$ cat src/rtl/cmdring_pkg.sv
package cmdring_pkg;
    typedef enum logic [1:0] {
        S_IDLE = 2'd0,
        S_REQ  = 2'd1,
        S_DATA = 2'd2
    } fetch_state_e;

    typedef enum logic [1:0] {
        SW_NONE = 2'd0,
        SW_HALF = 2'd1,
        SW_FULL = 2'd2,
        SW_WORD = 2'd3
    } swap_mode_e;

    localparam int unsigned DWORD_W = 32;
endpackage

$ cat src/rtl/cmdring_geom.sv
module cmdring_geom #(
    parameter int RING_LOG2_MAX = 22,
    parameter int PTR_W         = RING_LOG2_MAX + 1,
    parameter int LEN_W         = 7
) (
    input  logic [5:0]       ring_code,
    input  logic [5:0]       blk_code,
    input  logic [1:0]       burst_code,
    output logic [PTR_W-1:0] ring_mask,
    output logic [PTR_W-1:0] thr_m1,
    output logic [LEN_W-1:0] burst_max
);
    localparam logic [5:0] RMAX = 6'(RING_LOG2_MAX);

    logic [5:0] ring_eff;
    logic [5:0] blk_eff;

    always_comb begin
        if (ring_code < 6'd2)
            ring_eff = 6'd2;
        else if (ring_code > RMAX)
            ring_eff = RMAX;
        else
            ring_eff = ring_code;
        blk_eff   = (blk_code > RMAX) ? RMAX : blk_code;
        burst_max = LEN_W'(8) << burst_code;
    end

    for (genvar i = 0; i < PTR_W; i++) begin : g_mask
        assign ring_mask[i] = (6'(i) <= ring_eff);
        assign thr_m1[i]    = (6'(i) <= blk_eff);
    end
endmodule

$ cat src/rtl/cmdring_swap.sv
module cmdring_swap
    import cmdring_pkg::*;
(
    input  logic [DWORD_W-1:0] din,
    input  logic [1:0]         mode,
    input  logic               en,
    output logic [DWORD_W-1:0] dout
);
    always_comb begin
        dout = din;
        if (en) begin
            unique case (swap_mode_e'(mode))
                SW_NONE: dout = din;
                SW_HALF: dout = {din[23:16], din[31:24], din[7:0], din[15:8]};
                SW_FULL: dout = {din[7:0], din[15:8], din[23:16], din[31:24]};
                SW_WORD: dout = {din[15:0], din[31:16]};
                default: dout = din;
            endcase
        end
    end
endmodule

$ cat src/rtl/cmdring_wb.sv
module cmdring_wb #(
    parameter int PTR_W = 23
) (
    input  logic             clk,
    input  logic             rst,
    input  logic             step,
    input  logic [PTR_W-1:0] new_ptr,
    input  logic [PTR_W-1:0] thr_m1,
    input  logic             suppress,
    input  logic             wb_ready,
    output logic             wb_valid,
    output logic [PTR_W-1:0] wb_ptr
);
    logic [PTR_W-1:0] cnt_q;
    logic             hit;
    logic             fire;

    assign hit  = step && (cnt_q == thr_m1);
    assign fire = hit && !suppress;

    always_ff @(posedge clk) begin
        if (rst) begin
            cnt_q    <= '0;
            wb_valid <= 1'b0;
            wb_ptr   <= '0;
        end else begin
            if (hit)
                cnt_q <= '0;
            else if (step)
                cnt_q <= cnt_q + PTR_W'(1);

            if (fire) begin
                wb_valid <= 1'b1;
                wb_ptr   <= new_ptr;
            end else if (wb_valid && wb_ready) begin
                wb_valid <= 1'b0;
            end
        end
    end
endmodule

$ cat src/rtl/cmdring_fetch.sv
module cmdring_fetch
    import cmdring_pkg::*;
#(
    parameter int RING_LOG2_MAX = 22,
    parameter int MAX_BURST_DW  = 64,
    localparam int PTR_W        = RING_LOG2_MAX + 1,
    localparam int LEN_W        = $clog2(MAX_BURST_DW + 1)
) (
    input  logic               clk,
    input  logic               rst,
    input  logic [5:0]         cfg_ring_log2,
    input  logic [5:0]         cfg_blk_log2,
    input  logic [1:0]         cfg_swap,
    input  logic [1:0]         cfg_burst,
    input  logic               cfg_sysmem,
    input  logic               cfg_no_wb,
    input  logic               cfg_rptr_xfer,
    input  logic               wptr_wr,
    input  logic [PTR_W-1:0]   wptr_wdata,
    input  logic [PTR_W-1:0]   rptr_shadow,
    output logic [PTR_W-1:0]   rd_ptr,
    output logic [PTR_W-1:0]   wr_ptr,
    output logic               req_valid,
    input  logic               req_ready,
    output logic [PTR_W-1:0]   req_ptr,
    output logic [LEN_W-1:0]   req_len,
    input  logic               rsp_valid,
    output logic               rsp_ready,
    input  logic [DWORD_W-1:0] rsp_data,
    output logic               out_valid,
    input  logic               out_ready,
    output logic [DWORD_W-1:0] out_data,
    output logic               wb_valid,
    input  logic               wb_ready,
    output logic [PTR_W-1:0]   wb_ptr
);
    localparam logic [PTR_W:0] ONE_W = (PTR_W+1)'(1);

    fetch_state_e     state_q, state_d;
    logic [PTR_W-1:0] rptr_q, wptr_q, shadow_q, req_ptr_q, rptr_nxt;
    logic [LEN_W-1:0] req_len_q, remain_q, launch_len;
    logic             pend_q;
    logic [PTR_W-1:0] ring_mask, thr_m1;
    logic [LEN_W-1:0] burst_max;
    logic [PTR_W:0]   to_end, avail, lim, len_wide;
    logic             launch, reload, accept;

    cmdring_geom #(
        .RING_LOG2_MAX(RING_LOG2_MAX),
        .PTR_W        (PTR_W),
        .LEN_W        (LEN_W)
    ) u_geom (
        .ring_code (cfg_ring_log2),
        .blk_code  (cfg_blk_log2),
        .burst_code(cfg_burst),
        .ring_mask (ring_mask),
        .thr_m1    (thr_m1),
        .burst_max (burst_max)
    );

    // Burst sizing: ceiling, ring end, write pointer
    always_comb begin
        to_end = {1'b0, ring_mask} - {1'b0, rptr_q} + ONE_W;
        avail  = (wptr_q > rptr_q) ? ({1'b0, wptr_q} - {1'b0, rptr_q}) : to_end;
        lim    = (avail < to_end) ? avail : to_end;
        len_wide = (lim < (PTR_W+1)'(burst_max)) ? lim : (PTR_W+1)'(burst_max);
        launch_len = LEN_W'(len_wide);
        rptr_nxt   = (rptr_q + PTR_W'(1)) & ring_mask;
    end

    // State register
    always_ff @(posedge clk) begin
        if (rst)
            state_q <= S_IDLE;
        else
            state_q <= state_d;
    end

    // Next state: LAUNCH, RELOAD, GRANT, DRAIN
    always_comb begin
        state_d = state_q;
        unique case (state_q)
            S_IDLE: if (launch) state_d = S_REQ;
            S_REQ:  if (req_ready) state_d = S_DATA;
            S_DATA: if (accept && remain_q == LEN_W'(1)) state_d = S_IDLE;
            default: state_d = S_IDLE;
        endcase
    end

    // Outputs
    always_comb begin
        req_valid = (state_q == S_REQ);
        out_valid = (state_q == S_DATA) && rsp_valid;
        rsp_ready = (state_q == S_DATA) && out_ready;
        accept    = out_valid && out_ready;
        reload    = (state_q == S_IDLE) && pend_q;
        launch    = (state_q == S_IDLE) && !pend_q && (rptr_q != wptr_q);
        rd_ptr    = rptr_q;
        wr_ptr    = wptr_q;
        req_ptr   = req_ptr_q;
        req_len   = req_len_q;
    end

    // Pointer and burst registers
    always_ff @(posedge clk) begin
        if (rst) begin
            rptr_q    <= '0;
            wptr_q    <= '0;
            shadow_q  <= '0;
            pend_q    <= 1'b0;
            req_ptr_q <= '0;
            req_len_q <= '0;
            remain_q  <= '0;
        end else begin
            if (reload)
                rptr_q <= shadow_q & ring_mask;
            else if (accept)
                rptr_q <= rptr_nxt;

            if (wptr_wr)
                wptr_q <= wptr_wdata & ring_mask;

            if (wptr_wr && cfg_rptr_xfer) begin
                pend_q   <= 1'b1;
                shadow_q <= rptr_shadow;
            end else if (reload) begin
                pend_q <= 1'b0;
            end

            if (launch) begin
                req_ptr_q <= rptr_q;
                req_len_q <= launch_len;
            end

            if (state_q == S_REQ && req_ready)
                remain_q <= req_len_q;
            else if (accept)
                remain_q <= remain_q - LEN_W'(1);
        end
    end

    cmdring_swap u_swap (
        .din (rsp_data),
        .mode(cfg_swap),
        .en  (cfg_sysmem),
        .dout(out_data)
    );

    cmdring_wb #(.PTR_W(PTR_W)) u_wb (
        .clk     (clk),
        .rst     (rst),
        .step    (accept),
        .new_ptr (rptr_nxt),
        .thr_m1  (thr_m1),
        .suppress(cfg_no_wb),
        .wb_ready(wb_ready),
        .wb_valid(wb_valid),
        .wb_ptr  (wb_ptr)
    );
endmodule

$ cat config.mk
export PLATFORM = sky130hd
export DESIGN_NAME = cmdring_fetch
export DESIGN_NICKNAME = d
export VERILOG_FILES = /design/src/rtl/cmdring_pkg.sv /design/src/rtl/cmdring_geom.sv /design/src/rtl/cmdring_swap.sv /design/src/rtl/cmdring_wb.sv /design/src/rtl/cmdring_fetch.sv
export SDC_FILE = /design/constraint.sdc
export NUM_CORES = 1
export LEC_CHECK = 0
export CAP_MARGIN = 20
export CORE_MARGIN = 8
export CORE_UTILIZATION = 40
export DETAILED_ROUTE_END_ITERATION = 7
export PLACE_DENSITY = 0.72
export SKIP_CTS_REPAIR_TIMING = 1
export SYNTH_ARGS = -nofsm -noshare
export SYNTH_HDL_FRONTEND = slang
export SYNTH_SLANG_ARGS = --single-unit
$ cat constraint.sdc
create_clock -name clk -period 8.75 [get_ports clk]
set_input_delay 0.875 -clock clk [delete_from_list [all_inputs] [get_ports clk]]
set_output_delay 0.875 -clock clk [all_outputs]
set_load 0.01 [all_outputs]
# Word level (Yosys, flattened, before mapping)
# Cells that the tools add are included.
[totals]
reg_bits = 156
wordCells = 126
[classes]
n_addsub = 6
magnitude_cmp = 52
eq_ne = 11
shift = 1
muxes = 20
n_bitwise = 3
reduce_logical = 22
[op_table]
columns = ["cell", "count"]
rows = [
  ["$pmux W32 S4", 1],
  ["$le A4 B6 Y1 const A", 16],
  ["$le A5 B6 Y1 const A", 14],
  ["$and A23 B23 Y23", 3],
  ["$le A3 B6 Y1 const A", 8],
  ["$mux W24", 2],
  ["$sub A23 B23 Y24", 2],
  ["$add A23 B1 Y23 const B", 2],
  ["$mux W23", 2],
  ["$mux W32", 1],
  ["$add A24 B1 Y24 const B", 1],
  ["$le A1 B6 Y1 const A", 4],
  ["$le A2 B6 Y1 const A", 4],
  ["$lt A24 B24 Y1", 1],
  ["$lt A24 B7 Y1", 1],
  ["$eq A23 B23 Y1", 1],
  ["$gt A23 B23 Y1", 1],
  ["$ne A23 B23 Y1", 1],
  ["$mux W7", 3],
  ["$mux W6", 3],
  ["$gt A6 B5 Y1 const B", 2],
  ["$logic_and A1 B1 Y1", 12],
  ["$reduce_bool A2 Y1", 4],
  ["$eq A7 B1 Y1 const B", 1],
  ["14 further kinds", 25],
]

# Longest topological paths before layout
# Gate-level depths: netlist of the first run.
[depth]
depth_word = 11
mapped_depth = 31

# Modules after synthesis
# A second synthesis of the first run with hierarchy kept.
[unflattened]
cells_unflattened = 1763
hier_area_um2 = 13623.1
[by_module_without_submodules]
columns = ["module", "instances", "cells_each", "area_per_inst_um2", "seq_area_each_um2"]
rows = [
  ["cmdring_fetch", 1, 1206, 9105.0, 2182.1],
  ["cmdring_wb", 1, 248, 2332.2, 940.9],
  ["cmdring_swap", 1, 202, 1580.3, 0.0],
  ["cmdring_geom", 1, 107, 605.6, 0.0],
]

# Least setup slack after synthesis of the first run
# Ideal clock, no wire load.
[synth_path]
kind = "input -> register"
start = "input port cfg_ring_log2[5]"
end = "register req_len_q[4], in the netlist req_len[4]"
setup_time_ns = 0.121
arrival_ns = 7.402
t_required_ns = 8.629
path_slack_ns = 1.227
cell_stages = 27
cell_sequence = "nor2_1 > clkinv_1 > nor2_1 > inv_1 > nor2b_1 > inv_1 > ha_1 > ha_1 > o21a_1 > nor2_1 > a21oi_1 > or4_1 > nand3_1 > mux2i_1 > ha_1 > a2111oi_0 > o21ai_0 > a221oi_1 > o2111ai_1 > nand2_2 > mux2_2 > ha_1 > a2111oi_0 > nand3_1 > a32oi_1 > a31o_2 > nand3_1"
[synth_between]
elab_chain_cells = 11
word_cells_on_any_way = 34
cone_classes = "add/sub (2); order compare (27); mux (5)"
[synth_lines]
columns = ["element", "line_no", "text"]
rows = [
  ["from (decl)", "cmdring_fetch.sv:11", "input logic [5:0] cfg_ring_log2,"],
  ["$gt A6 B5 Y1", "cmdring_geom.sv:21", "else if (ring_code > RMAX)"],
  ["$mux W6", "cmdring_geom.sv:21", ""],
  ["$mux W6 (*)", "cmdring_geom.sv:19", "if (ring_code < 6'd2)"],
  ["$le A1 B6 Y1 (tied with other cells)", "cmdring_geom.sv:30", "assign ring_mask[i] = (6'(i) <= ring_eff);"],
  ["$sub A23 B23 Y24 (*)", "cmdring_fetch.sv:63", "to_end = {1'b0, ring_mask} - {1'b0, rptr_q} + ONE_W;"],
  ["$add A24 B1 Y24 (*)", "cmdring_fetch.sv:63", ""],
  ["$mux W24", "cmdring_fetch.sv:64", "avail = (wptr_q > rptr_q) ? ({1'b0, wptr_q} - {1'b0, rptr_q}) : to_end;"],
  ["$lt A24 B24 Y1", "cmdring_fetch.sv:65", "lim = (avail < to_end) ? avail : to_end;"],
  ["$mux W24 (*)", "cmdring_fetch.sv:65", ""],
  ["$lt A24 B7 Y1", "cmdring_fetch.sv:66", "len_wide = (lim < (PTR_W+1)'(burst_max)) ? lim : (PTR_W+1)'(burst_max);"],
  ["$mux W7 (*)", "cmdring_fetch.sv:66", ""],
  ["to (signal assigned)", "cmdring_fetch.sv:132", "req_len_q <= launch_len;"],
  ["to (decl)", "cmdring_fetch.sv:41", "logic [LEN_W-1:0] req_len_q, remain_q, launch_len;"],
]
# Mark *: on every way between the ends. The rest lies on a longest branch, timed or not.
# A chain may end at the register's enable or synchronous reset.

# Worst setup path after layout of the first run
[layout_path]
start = "input port cfg_ring_log2[5]"
end = "register req_len_q[2], in the netlist req_len[2]"
# The elaborated chain is that of the path after synthesis.

==> impl_metrics.csv, run 1 <==
group,metric,value,unit
sta,fin_worst_skew,13.69,ps
worst_setup_path,arrival,8550,ps
logic_synthesis,synth_top_area_share,24.61,%
worst_setup_path,crit_type,"primary input to flip-flop",
grt,grt_pass1_wl,70950,µm
sta,finalMaxSlewViolations,0,
min_path,hold_class,"flip-flop to flip-flop",
floorplanning,dieArea,37680,µm²
sta,setup-violations-final,0,
sta,worstMarginPinSlew,1093,ps
clock_network,cts_buffer_depth,2,
logic_synthesis,async_flop_share,0,%
route,ant_nets,0,
clock_network,cts_sinks,156,
logic_synthesis,synth.largest_area_cell,"dfxtp_1",
clock_network,cts.reportedPaths.clkPinSlew,70,ps
route,drtIter0Drc,1103,
sta,fmax,122.1,MHz
floorplanning,die_y,194.1,µm
grt,grt_start_max_net_pins,74,
layout,multi_input_area,8870,µm²
logic_synthesis,syn_avg_cell_area,7.129,µm²
logic_synthesis,netlist_instances,1780,
route,post_drt_wl_per_cell,19.31,µm
sta,slew_headroom,27.10,%
clock_network,cts_tree,"yes",
placed_design,portBuffers,238,
route,vias,13660,
worst_setup_path,cpMostUsedCell,"ha_1",
outcome,status,"finished clean",
worst_setup_path,cp_slowest_stage_delay,710,ps
placed_design,dp_slack,199.8,ps
worst_setup_path,critPathSlowestCell,"a2111oi_0",
logic_synthesis,ys_types,86,
placed_design,dp_hpwl,35180,µm
logic_synthesis,yosys_warnings,0,
layout,drive_above_1_share,4.629,%
sta,fin_ws,557.3,ps
worst_setup_path,end_kind,"flip-flop",
floorplanning,num_rows,65,
sta,finalHoldViolCount,0,
grt,antenna_found_initial,0,
logic_synthesis,seq_area_frac_synth,24.61,%
floorplanning,core,31390,µm²
clock_network,htree_levels,4,
clock_network,numCtsBuffers,17,
logic_synthesis,ys_ff_latch,156,
worst_setup_path,start_kind,"primary input",
logic_synthesis,yosys-top-cells-area,"dfxtp_1, a21oi_1, ha_1",
route,vias_per_cell,5.768,
floorplanning,start_util,40.42,%
grt,gr-total-overflow,0,
job,cap_violations,0,
route,wl,45730,µm
layout,antenna_cells,0,
floorplanning,io_pins,239,
power,power.density,183.1,nW/µm²
clock_network,clock_latency,430,ps
route,drc,0,
sta,rsz0062_at_grt,"false",
worst_setup_path,reg2reg_slack,1590,ps
worst_setup_path,cp_max_fo,9,
placed_design,place.gp.congestion,0.9722,
clock_network,clock-root-buffer,"clkbuf_16",
sta,fin_setup_tns,0,ps
sta,final.min_clock_period,8193,ps
logic_synthesis,synth_edf_count,0,
floorplanning,dieWidth,194.1,µm
layout,ff_latch_area,3123,µm²
layout,nNetsFinal,2157,
logic_synthesis,synth_flop_cell,"dfxtp_1",
power,worst_ir_drop_vdd,0.1556,mV
grt,first_global_vias,12860,
sta,min_period_over_period,93.63,%
logic_synthesis,synth_area,12690,µm²
route,dr.pass1.iters,5,
layout,fill_cells,3071,
grt,grt_usage,22.91,%
worst_setup_path,cp.required,9110,ps
power,leakage,5.968,nW
layout,area_delta_synth_final,25.61,%
[worst paths after layout]
check,depth (start not counted),endpoint,start
worst max-delay path,28,req_len[2],cfg_ring_log2[5]
worst min register to register,2,req_ptr[19],req_ptr[19]
worst min-delay path,2,req_ptr[19],req_ptr[19]
worst max register to register,22,req_len[2],rd_ptr[1]
[critical path: cells and delay by family]
kind | cells | cell delay [ps]
multiplexers | 3 | 840
adder cells (fa/ha/maj) | 4 | 1430
buffers and inverters | 5 | 1070
AO/OA/AOI/OAI | 8 | 2660
AND/OR/NAND/NOR | 8 | 1680
[flip-flops by register name (all words and copies together) (netlist names)]
signal / cells
shadow_q: 23
req_ptr: 23
remain_q: 7
rd_ptr: 23
wr_ptr: 23
u_wb.cnt_q: 23
u_wb.wb_ptr: 23
req_len: 7
state_q: 2
u_wb.wb_valid: 1
pend_q: 1
[cell type report]
| class | count | share of cell area [%] |
|---|---|---|
| Multi-Input combinational cell | 1442 | 55.65 |
| Sequential cell | 156 | 19.59 |
| Clock inverter | 12 | 1.013 |
| Clock buffer | 20 | 2.802 |
| Tap cell | 402 | 3.156 |
| Timing Repair Buffer | 258 | 15.95 |
| Inverter | 78 | 1.837 |
[layer usage]
| metal | part of all wire, % | vias up | wire (µm) | global-route usage (%) |
|---|---|---|---|---|
| met5 | 0 | - | 0 | 0 |
| met4 | 2.6 | 0 | 1169 | 6.082 |
| met3 | 8.4 | 92 | 3851 | 6.456 |
| met2 | 46 | 568 | 20950 | 38.35 |
| met1 | 43 | 6327 | 19770 | 28.50 |
| li1 | - | 6671 | - | - |
[Yosys cell counts (10+ instances only)]
cell type / number
o211ai_1: 10
xnor2_1: 54
buf_2: 16
xor2_1: 33
inv_1: 76
nor2b_1: 45
nor2_1: 174
a31oi_1: 14
nand3_1: 76
dfxtp_1: 156
ha_1: 98
nor3_1: 36
o21ai_0: 96
nand2b_1: 42
nand4_1: 30
a211oi_1: 20
and2_1: 11
nand2_1: 210
a22oi_1: 14
clkbuf_1: 81
and3_1: 19
a21o_1: 16
mux2i_1: 28
a21oi_1: 264
[metrics by stage]
step	utilization, %	hold slack (ps)	area, µm²	total power [mW]	std cells
2_1_floorplan	-	436.0	12690	1.720	1781
3_3_place_gp	48.73	442.8	15300	2.106	2335
3_5_place_dp	48.73	446.2	15300	2.121	2335
4_1_cts	50.67	455.7	15910	2.901	2367
5_1_grt	50.77	472.5	15940	3.102	2368
6_report	50.77	454.3	15940	2.918	2368
[power breakdown]
group / switching [mW] / total (mW) / internal, mW
logic: 0.823 / 1.37 / 0.549
registers: 0.0318 / 0.768 / 0.736
clock network: 0.318 / 0.778 / 0.460
[cells by family (layout without fill, tap and decap cells)]
family | count (synthesis) | after routing | synth area share (%)
AO/OA/AOI/OAI | 527 | 527 | 25.15
multiplexers | 33 | 33 | 2.652
XOR/XNOR | 87 | 87 | 6.005
flip-flops | 156 | 156 | 24.61
buffers and inverters | 183 | 368 | 5.719
adder cells (fa/ha/maj) | 100 | 100 | 9.978
other | 2 | 3 | 0.05918
AND/OR/NAND/NOR | 692 | 692 | 25.82
[layout by cell type (no fill, tap or decap), types with 6 or more instances in the layout]
master and instances:
a21oi_1 264, clkdlybuf4s50_1 236, nand2_1 210, nor2_1 174, dfxtp_1 156, ha_1 98
o21ai_0 96, inv_1 76, nand3_1 76, xnor2_1 54, nor2b_1 45, nand2b_1 42
nor3_1 36, xor2_1 33, nand4_1 30, mux2i_1 28, a211oi_1 20, buf_4 20
and3_1 19, clkbuf_16 18, a21o_1 16, a31oi_1 14, a22oi_1 14, and2_1 11
o211ai_1 10, or2_2 8, o31ai_1 8, or3_1 8, nor4_1 7, o21a_1 6
No activity file was read; power rests on OpenSTA's default activity.
==> run 2: changes to the inputs <==
- CORE_MARGIN: 8 -> default
- GPL_ROUTABILITY_DRIVEN: default -> 0
- clock period: 8.75 -> 10.6 ns (I/O delays scaled with it)
==> run 2 against run 1 <==
Net effect: sequential cell count did not move; first-iteration DRC count rose by 15%; global-route usage is 1.9 points higher; worst setup slack gained 580 ps; critical endpoint is now req_len[1]; via count about the same; clock skew decreased by 4.5 ps; non-clock buffer count shrank 10; die area is 14% lower; wire length down 9.3%; core utilization grew 0.55 points; sequential share of layout area increased by 0.093 points.
==> impl_metrics.csv, run 2 (synthesized netlist as in run 1, its figures left out) <==
group,metric,value,unit
outcome,status,"finished clean",
sta,fin_worst_skew,9.233,ps
clock_network,numCtsBuffers,17,
min_path,hold_class,"flip-flop to flip-flop",
clock_network,clock_latency,430,ps
layout,drive_above_1_share,3.990,%
layout,layout_common_cells,"a21oi_1, clkdlybuf4s50_1, nand2_1",
worst_setup_path,critPathSlowestCell,"a2111oi_0",
worst_setup_path,end_kind,"flip-flop",
sta,rsz0062_at_grt,"false",
layout,area_delta_synth_final,25.02,%
worst_setup_path,r2r_cells,24,
grt,grt_start_max_net_pins,69,
worst_setup_path,path_buf_inv,4,
placed_design,post_dp_cell_area,15220,µm²
route,vias,13660,
floorplanning,io_pins,239,
floorplanning,dieWidth,180.1,µm
worst_setup_path,crit_family,"compound AO/OA/AOI/OAI gates",
sta,worstMarginPinSlew,1075,ps
power,power.density,151.2,nW/µm²
layout,nNetsFinal,2147,
placed_design,portBuffers,238,
sta,fin_setup_tns,0,ps
worst_setup_path,r2r_start,"rd_ptr[13]",
worst_setup_path,cp_slowest_stage_delay,780,ps
worst_setup_path,cpMostUsedCell,"ha_1",
sta,final.min_clock_period,9463,ps
grt,grt_usage,24.82,%
sta,min_period_over_period,89.27,%
layout,fin_area,15860,µm²
grt,antenna_found_initial,0,
route,drc,0,
route,vias_per_cell,5.809,
sta,slew_headroom,28.18,%
floorplanning,core,30910,µm²
route,post_drt_wl_per_cell,17.65,µm
worst_setup_path,start_kind,"primary input",
grt,gr-total-overflow,0,
sta,finalHoldViolCount,0,
sta,fmax,105.7,MHz
route,dr.pass1.iters,6,
worst_setup_path,crit_end,"req_len[1]",
power,worst_ir_drop_vdd,0.1122,mV
clock_network,htree_levels,4,
worst_setup_path,crit_cells,29,
layout,final_common_cell,"a21oi_1",
worst_setup_path,cp_max_fo,9,
clock_network,cts_sinks,156,
route,drtIter0Drc,1270,
worst_setup_path,reg2reg_to,"req_len[1]",
layout,antenna_cells,0,
worst_setup_path,cp.required,10940,ps
power,power,2.398,mW
clock_network,cts_buffer_depth,2,
worst_setup_path,crit_type,"primary input to flip-flop",
worst_setup_path,arrival,9810,ps
route,ant_nets,0,
floorplanning,num_rows,64,
placed_design,dp_hpwl,31460,µm
worst_setup_path,crit_start,"cfg_ring_log2[5]",
worst_setup_path,reg2reg_slack,2800,ps
floorplanning,start_util,41.05,%
floorplanning,dieArea,32440,µm²
sta,finalMaxSlewViolations,0,
floorplanning,die_y,180.1,µm
grt,first_global_vias,12880,
clock_network,cts_tree,"yes",
clock_network,clock-root-buffer,"clkbuf_16",
route,wl,41480,µm
clock_network,cts.reportedPaths.clkPinSlew,60,ps
power,leakage,5.911,nW
job,cap_violations,0,
sta,setup-violations-final,0,
grt,grt_pass1_wl,66590,µm
-- run 2: final cells by class --
type	instances	area, µm²
repair buffers	248	2457
inverters	78	292.8
clock buffers	22	464.2
fillers	2973	15050
well taps	396	495.5
flip-flops and latches	156	3123
multi-input cells	1442	8871
clock inverters	9	160.2
-- run 2: worst min path at each step --
stage,from,slack [ps],to,depth (start not counted)
floorplan,shadow_q[20],440,shadow_q[20],2
global route,shadow_q[0],480,shadow_q[0],2
finish,req_ptr[21],460,req_ptr[21],2
global placement,req_ptr[4],440,req_ptr[4],2
detailed placement,req_ptr[21],450,req_ptr[21],2
CTS,req_ptr[21],460,req_ptr[21],2
-- run 2: metrics by stage --
stage | hold slack (ps) | cells | util [%] | setup WS, ps
floorplan | 436.0 | 1781 | - | 2892
global placement | 442.3 | 2319 | 49.26 | 1564
detailed placement | 447.8 | 2319 | 49.26 | 958.5
CTS | 456.5 | 2350 | 51.28 | 1333
global route | 475.9 | 2351 | 51.32 | 291.2
finish | 456.1 | 2351 | 51.32 | 1137
-- run 2: power by group --
part | switching (mW) | internal [mW]
combinational | 0.675 | 0.437
clock | 0.246 | 0.407
sequential | 0.0258 | 0.608
-- run 2: routing by layer --
layer	global-route usage (%)	vias to the layer above	share of wire, %
met4	8.205	0	2.6
met1	32.93	6364	44
met3	4.123	71	7.8
li1	-	6636	-
met5	0	-	0
met2	40.79	586	45
-- run 2: worst min-delay path, delay by kind of cell (launching register included) --
kind | cells | cell delay [ps]
simple gates | 1 | 50
flops | 1 | 310
compound gates | 1 | 50
